===== src/rtl/sfr_pkg.sv =====
package sfr_pkg;
   typedef enum logic [2:0] {
      PH_OPC    = 3'd0,
      PH_ADDR   = 3'd1,
      PH_DUMMY  = 3'd2,
      PH_DATA   = 3'd3,
      PH_IGNORE = 3'd4
   } phase_t;

   localparam int BYTE_W = 8;
   localparam int CNT_W  = 6;
endpackage


===== src/rtl/sfr_mem.sv =====
module sfr_mem #(
   parameter int DEPTH = 256,
   parameter int AW    = $clog2(DEPTH)
) (
   input  logic          clk_i,
   input  logic          we_i,
   input  logic [AW-1:0] wa_i,
   input  logic [7:0]    wd_i,
   input  logic [AW-1:0] ra_i,
   output logic [7:0]    rd_o
);
   logic [7:0] store [DEPTH];

   always_ff @(posedge clk_i) begin
      if (we_i) store[wa_i] <= wd_i;
   end

   assign rd_o = store[ra_i];
endmodule


===== src/rtl/sfr_ctrl.sv =====
module sfr_ctrl
   import sfr_pkg::*;
#(
   parameter int AW     = 8,
   parameter int LAT_W  = 4,
   parameter logic [7:0] OPC_FAST  = 8'h0B,
   parameter logic [7:0] OPC_FAST4 = 8'h0C
) (
   input  logic             sck_i,
   input  logic             cs_n_i,
   input  logic             si_i,
   input  logic             mode_i,
   input  logic [LAT_W-1:0] lat_i,
   output phase_t           phase_o,
   output logic [AW-1:0]    addr_o,
   output logic [2:0]       bit_o
);
   localparam int SW = (AW - 1 > 7) ? AW - 1 : 7;

   phase_t            phase_q;
   logic [CNT_W-1:0]  cnt_q;
   logic [SW-1:0]     sreg_q;
   logic              long_q;
   logic [AW-1:0]     addr_q;
   logic [2:0]        bit_q;

   logic [7:0]        opc_w;
   logic [AW-1:0]     addr_w;
   logic [CNT_W-1:0]  last_addr_w;

   always_comb begin
      opc_w       = {sreg_q[6:0], si_i};
      addr_w      = {sreg_q[AW-2:0], si_i};
      last_addr_w = long_q ? CNT_W'(31) : CNT_W'(23);
   end

   always_ff @(posedge sck_i or posedge cs_n_i) begin
      if (cs_n_i) begin
         phase_q <= PH_OPC;
         cnt_q   <= '0;
         sreg_q  <= '0;
         long_q  <= 1'b0;
         addr_q  <= '0;
         bit_q   <= '0;
      end else begin
         sreg_q <= {sreg_q[SW-2:0], si_i};
         unique case (phase_q)
            PH_OPC: begin
               if (cnt_q == CNT_W'(7)) begin
                  cnt_q <= '0;
                  if (opc_w == OPC_FAST) begin
                     long_q  <= mode_i;
                     phase_q <= PH_ADDR;
                  end else if (opc_w == OPC_FAST4) begin
                     long_q  <= 1'b1;
                     phase_q <= PH_ADDR;
                  end else begin
                     phase_q <= PH_IGNORE;
                  end
               end else begin
                  cnt_q <= cnt_q + 1'b1;
               end
            end
            PH_ADDR: begin
               if (cnt_q == last_addr_w) begin
                  cnt_q   <= '0;
                  addr_q  <= addr_w;
                  bit_q   <= '0;
                  phase_q <= (lat_i == '0) ? PH_DATA : PH_DUMMY;
               end else begin
                  cnt_q <= cnt_q + 1'b1;
               end
            end
            PH_DUMMY: begin
               if (cnt_q == CNT_W'(lat_i) - CNT_W'(1)) begin
                  cnt_q   <= '0;
                  phase_q <= PH_DATA;
               end else begin
                  cnt_q <= cnt_q + 1'b1;
               end
            end
            PH_DATA: begin
               bit_q <= bit_q + 1'b1;
               if (bit_q == 3'd7) addr_q <= addr_q + 1'b1;
            end
            default: phase_q <= PH_IGNORE;
         endcase
      end
   end

   assign phase_o = phase_q;
   assign addr_o  = addr_q;
   assign bit_o   = bit_q;
endmodule


===== src/rtl/sfr_tx.sv =====
module sfr_tx
   import sfr_pkg::*;
#(
   parameter bit IDLE_HIGH = 1'b0
) (
   input  logic       sck_i,
   input  logic       cs_n_i,
   input  phase_t     phase_i,
   input  logic [2:0] bit_i,
   input  logic [7:0] byte_i,
   output logic       so_o,
   output logic       oe_o
);
   logic       live_w;
   logic       bit_w;

   assign live_w = (phase_i == PH_DATA);
   assign bit_w  = byte_i[3'd7 - bit_i];

   always_ff @(negedge sck_i or posedge cs_n_i) begin
      if (cs_n_i) oe_o <= 1'b0;
      else        oe_o <= live_w;
   end

   generate
      if (IDLE_HIGH) begin : g_idle_hi
         always_ff @(negedge sck_i or posedge cs_n_i) begin
            if (cs_n_i) so_o <= 1'b1;
            else        so_o <= live_w ? bit_w : 1'b1;
         end
      end else begin : g_idle_lo
         always_ff @(negedge sck_i or posedge cs_n_i) begin
            if (cs_n_i) so_o <= 1'b0;
            else        so_o <= live_w & bit_w;
         end
      end
   endgenerate
endmodule


===== src/rtl/sfr_responder.sv =====
module sfr_responder
   import sfr_pkg::*;
#(
   parameter int DEPTH     = 256,
   parameter int LAT_W     = 4,
   parameter bit IDLE_HIGH = 1'b0,
   localparam int AW       = $clog2(DEPTH)
) (
   input  logic             sck_i,
   input  logic             cs_n_i,
   input  logic             si_i,
   input  logic [LAT_W:0]   cfg_i,
   input  logic             bd_we_i,
   input  logic [AW-1:0]    bd_addr_i,
   input  logic [7:0]       bd_data_i,
   output logic             so_o,
   output logic             so_oe_o
);
   initial begin
      if (DEPTH < 4 || (1 << AW) != DEPTH)
         $error("DEPTH must be a power of two, at least 4");
      if (AW > 24)
         $error("DEPTH must fit a 3-byte address");
      if (LAT_W < 1 || LAT_W > 5)
         $error("LAT_W out of range");
   end

   phase_t        phase_w;
   logic [AW-1:0] addr_w;
   logic [2:0]    bit_w;
   logic [7:0]    byte_w;

   sfr_ctrl #(.AW(AW), .LAT_W(LAT_W)) ctrl_i (
      .sck_i   (sck_i),
      .cs_n_i  (cs_n_i),
      .si_i    (si_i),
      .mode_i  (cfg_i[LAT_W]),
      .lat_i   (cfg_i[LAT_W-1:0]),
      .phase_o (phase_w),
      .addr_o  (addr_w),
      .bit_o   (bit_w)
   );

   sfr_mem #(.DEPTH(DEPTH), .AW(AW)) mem_i (
      .clk_i (sck_i),
      .we_i  (bd_we_i),
      .wa_i  (bd_addr_i),
      .wd_i  (bd_data_i),
      .ra_i  (addr_w),
      .rd_o  (byte_w)
   );

   sfr_tx #(.IDLE_HIGH(IDLE_HIGH)) tx_i (
      .sck_i   (sck_i),
      .cs_n_i  (cs_n_i),
      .phase_i (phase_w),
      .bit_i   (bit_w),
      .byte_i  (byte_w),
      .so_o    (so_o),
      .oe_o    (so_oe_o)
   );
endmodule


===== config.mk =====
export PLATFORM = sky130hd
export DESIGN_NAME = sfr_responder
export DESIGN_NICKNAME = d
export VERILOG_FILES = /design/src/rtl/sfr_pkg.sv /design/src/rtl/sfr_mem.sv /design/src/rtl/sfr_ctrl.sv /design/src/rtl/sfr_tx.sv /design/src/rtl/sfr_responder.sv
export SDC_FILE = /design/constraint.sdc
export NUM_CORES = 2
export LEC_CHECK = 0
export BUFFER_PORTS_ARGS = -buffer_cell sky130_fd_sc_hd__buf_4
export CORE_UTILIZATION = 35
export CTS_CLUSTER_DIAMETER = 100
export DETAILED_ROUTE_END_ITERATION = 10
export PLACE_DENSITY_LB_ADDON = 0.08
export SYNTH_ARGS = -nofsm -noshare
export SYNTH_HDL_FRONTEND = slang
export SYNTH_HIERARCHICAL = 1
export SYNTH_SLANG_ARGS = --single-unit

===== constraint.sdc =====
create_clock -name sck_i -period 4 [get_ports sck_i]
set_input_delay 1 -clock sck_i [delete_from_list [all_inputs] [get_ports sck_i]]
set_output_delay 1 -clock sck_i [all_outputs]
set_load 0.02 [all_outputs]

==> flow_metrics.env <==
export IMPL_vias=41909
export IMPL_synth_top_cells_by_area="edfxtp_1, mux4_2, mux2i_1"
export IMPL_antenna_left=0
export IMPL_route_detailed_drc=0
export IMPL_min_path_type="in -> reg"
export IMPL_ir_worst_vdd_mv=0.388
export IMPL_insertion_delay_ps=860
export IMPL_worst_hold_slack_ps=333
export IMPL_portBuffers=26
export IMPL_dieWidth_um=484
export IMPL_synth_flop_cell="edfxtp_1"
export IMPL_p_int_mw=35.5
export IMPL_drtIter0Drc=3673
export IMPL_synth_common_cells="edfxtp_1, mux4_2, nor2_1"
export IMPL_layout_drive_gt1_share=0.351
export IMPL_ys_ff_latch=2078
export IMPL_cts_tree="built"
export IMPL_netlist_area_leader_share=0.757
export IMPL_holdBufCountCts=0
export IMPL_share_comb_of_total_power=0.015
export IMPL_arrival_ps=4360
export IMPL_gp_congestion=0.801
export IMPL_rsz0062_at_grt="yes"
export IMPL_drt_total_wl_um=237000
export IMPL_hold_violations=0
export IMPL_required_ps=2600
export IMPL_pin_count=27
export IMPL_pwr_density_cell_nw_per_um2=452
export IMPL_synth_cells=3900
export IMPL_die_y_um=484
export IMPL_fin_nets=4751
export IMPL_ys_seq_area_frac=0.767
export IMPL_crit_fanout=7
export IMPL_overflow=0
export IMPL_dieArea_um2=234000
export IMPL_grt_total_usage=0.202
export IMPL_fin_skew_ps=112
export IMPL_core_area_um2=230000
export IMPL_cts_root_buffer="clkbuf_16"
export IMPL_p_leak_nw=31.0
export IMPL_status="finished with violations"
export IMPL_place_ws_ps=-2210
export IMPL_slew_violations=0
export IMPL_netSwitchingPower_mw=9.11
export IMPL_grt_pass1_wl_um=335000
export IMPL_clock_sinks=2078
export IMPL_numCtsBuffers=222
export IMPL_path_clk_slew_ps=60
export IMPL_grt_max_degree=169
export IMPL_syn_nets=3930
export IMPL_clockPowerShare=0.448
export IMPL_rows=176
export IMPL_maxCapViolations=0
export IMPL_htreeDepth=4
export IMPL_p_seq_frac=0.537
export IMPL_netlist_area_um2=81200
export IMPL_dp_hpwl_um=155000
export IMPL_violations="setup timing"
export IMPL_ys_warn_count=6
export IMPL_crit_type="reg -> reg"
export IMPL_p_sw_frac=0.204
export IMPL_grt_pass1_vias=43310
export IMPL_yosys_cell_types_count=79
export IMPL_antenna_found_initial=17
export IMPL_synth_edff_count=2048
export IMPL_avgRoutedWirePerCell_um=29.9
export IMPL_start_util=0.353
export IMPL_n_fill_cell=20064
export IMPL_cp_end_kind="flop"
export IMPL_synthArstFlopShare=0.0144
export IMPL_tightestPinTransition_ps=1280
export IMPL_vias_per_cell=5.28
export IMPL_yosysTopAreaCell="edfxtp_1"
export IMPL_timing_slew_headroom=0.148
export IMPL_yosysMostFrequentCell="edfxtp_1"
export IMPL_finalSetupViolCount=3
export IMPL_final_setup_worst_slack_ps=-1760
export IMPL_clk_path_buf_depth=3
export IMPL_area_delta_synth_final_pct=21.8
export IMPL_postSynthAreaPerCell_um2=20.8
export IMPL_dr_pass1_iters=5
export IMPL_cp_start_kind="flop"
==> power groups by stage <==
stage | logic (mW) | registers (mW) | clock network, mW
floorplan | 0.0935 | 24.4 | 0
global placement | 0.687 | 24.4 | 0
detailed placement | 0.701 | 24.4 | 0
CTS | 0.699 | 24.0 | 20.6
global route | 0.726 | 24.0 | 21.3
finish | 0.671 | 24.0 | 20.0
==> layer usage <==
layer / wire [µm] / vias up / track usage
met5: 0 / - / 0
li1: - / 18011 / -
met4: 4460 / 0 / 0.0425
met3: 11000 / 279 / 0.0286
met2: 115000 / 981 / 0.327
met1: 107000 / 22638 / 0.289
==> cell usage in the layout (no fill, tap or decap), types with 11 or more instances in the layout <==
master | synthesis | layout
a211oi_1 | 16 | 12
a21oi_1 | 106 | 85
a21oi_2 | 0 | 21
a22oi_1 | 135 | 121
a22oi_2 | 0 | 14
buf_12 | 8 | 83
buf_16 | 0 | 11
buf_4 | 30 | 713
buf_6 | 22 | 16
buf_8 | 13 | 12
bufinv_16 | 0 | 17
clkbuf_1 | 111 | 63
clkbuf_16 | 0 | 230
clkinv_1 | 1 | 52
clkinv_2 | 0 | 39
dfrtp_1 | 28 | 22
edfxtp_1 | 2048 | 2048
inv_1 | 11 | 11
mux2i_1 | 139 | 139
mux4_2 | 455 | 456
nand2_1 | 47 | 47
nand3_1 | 45 | 36
nand4_1 | 11 | 11
nor2_1 | 297 | 292
nor2b_1 | 33 | 28
nor3_1 | 24 | 20
nor4_1 | 26 | 13
o21ai_0 | 12 | 11
o221ai_1 | 46 | 39
o22a_1 | 12 | 12
o22ai_1 | 28 | 24
==> critical path, stage by stage, from the launching register on <==
cell and delay [ps]:
dfrtp_4 510, buf_12 160, buf_16 160, buf_8 150, buf_12 150, buf_4 130
mux4_2 420, a22oi_2 280, a21oi_1 190, nor4_4 290, buf_4 200, nor4_2 40
mux4_2 470, nor2_2 120, and4b_1 200
==> final cells by class <==
| type | count | area [µm²] | share of cell area |
|---|---|---|---|
| clock buffers | 290 | 5920 | 0.0598 |
| multi-input cells | 1569 | 18000 | 0.182 |
| inverters | 12 | 45.0 | 0.000456 |
| diodes | 5 | 12.5 | 0.000127 |
| flip-flops and latches | 2078 | 62300 | 0.630 |
| well taps | 3026 | 3790 | 0.0383 |
| repair buffers | 838 | 7750 | 0.0784 |
| clock inverters | 119 | 1090 | 0.0110 |
==> per-stage QoR <==
stage | std cells | util | TNS (ps) | cell area, µm² | power [mW]
after CTS | 7887 | 0.426 | -2700 | 98100 | 45.2
after detailed placement | 7465 | 0.393 | -2210 | 90500 | 25.1
after floorplan | 3900 | - | -1000 | 81300 | 24.5
after global routing | 7934 | 0.429 | -2750 | 98900 | 46.0
final | 7937 | 0.429 | -2560 | 98900 | 44.7
after global placement | 7465 | 0.393 | -2190 | 90500 | 25.1
==> flip-flops by register name, indices dropped and copies added, names as in the netlist <==
signal          cells
tx_i/oe_o           1
ctrl_i/sreg_q       7
ctrl_i/cnt_q        6
mem_i/store      2048
tx_i/so_o           1
ctrl_i/phase_o      3
ctrl_i/bit_o        3
ctrl_i/long_q       1
ctrl_i/addr_o       8
==> cell families after synthesis <==
family | after synthesis | share of synthesized area
and+or+nand+nor | 528 | 0.0301
adders and majority gates | 5 | 0.000770
DFF | 2078 | 0.767
buffers and inverters | 253 | 0.0191
xor gates and xnor gates | 9 | 0.00106
muxes | 598 | 0.144
AOI/OAI and AO/OA | 429 | 0.0381
==> repair_timing <==
item                       CTS  global route
setup endpoints to repair    3             3
resized for setup           64            76
hold endpoints to repair     0             0
setup buffers               11            43
cloned                       3             3
pin swaps                   16            24
==> worst paths after layout <==
| check | to | startpoint | slack [ps] | cells past startpoint |
|---|---|---|---|---|
| max | tx_i/so_o$_DFF_NP0_ | ctrl_i/addr_o[0]$_DFFE_PP0P_ | -1760 | 14 |
| min in group asynchronous | ctrl_i/long_q$_DFFE_PP0P_ | cs_n_i | 410 | 2 |
| min | ctrl_i/sreg_q[0]$_DFF_PP0_ | si_i | 330 | 1 |
| max reg2reg | tx_i/so_o$_DFF_NP0_ | ctrl_i/addr_o[0]$_DFFE_PP0P_ | -1760 | 14 |
| max in group asynchronous | tx_i/oe_o$_DFF_NP0_ | cs_n_i | 1630 | 2 |
| min reg2reg | ctrl_i/sreg_q[6]$_DFF_PP0_ | ctrl_i/sreg_q[5]$_DFF_PP0_ | 400 | 0 |
Power figures use the tool's default switching activity.
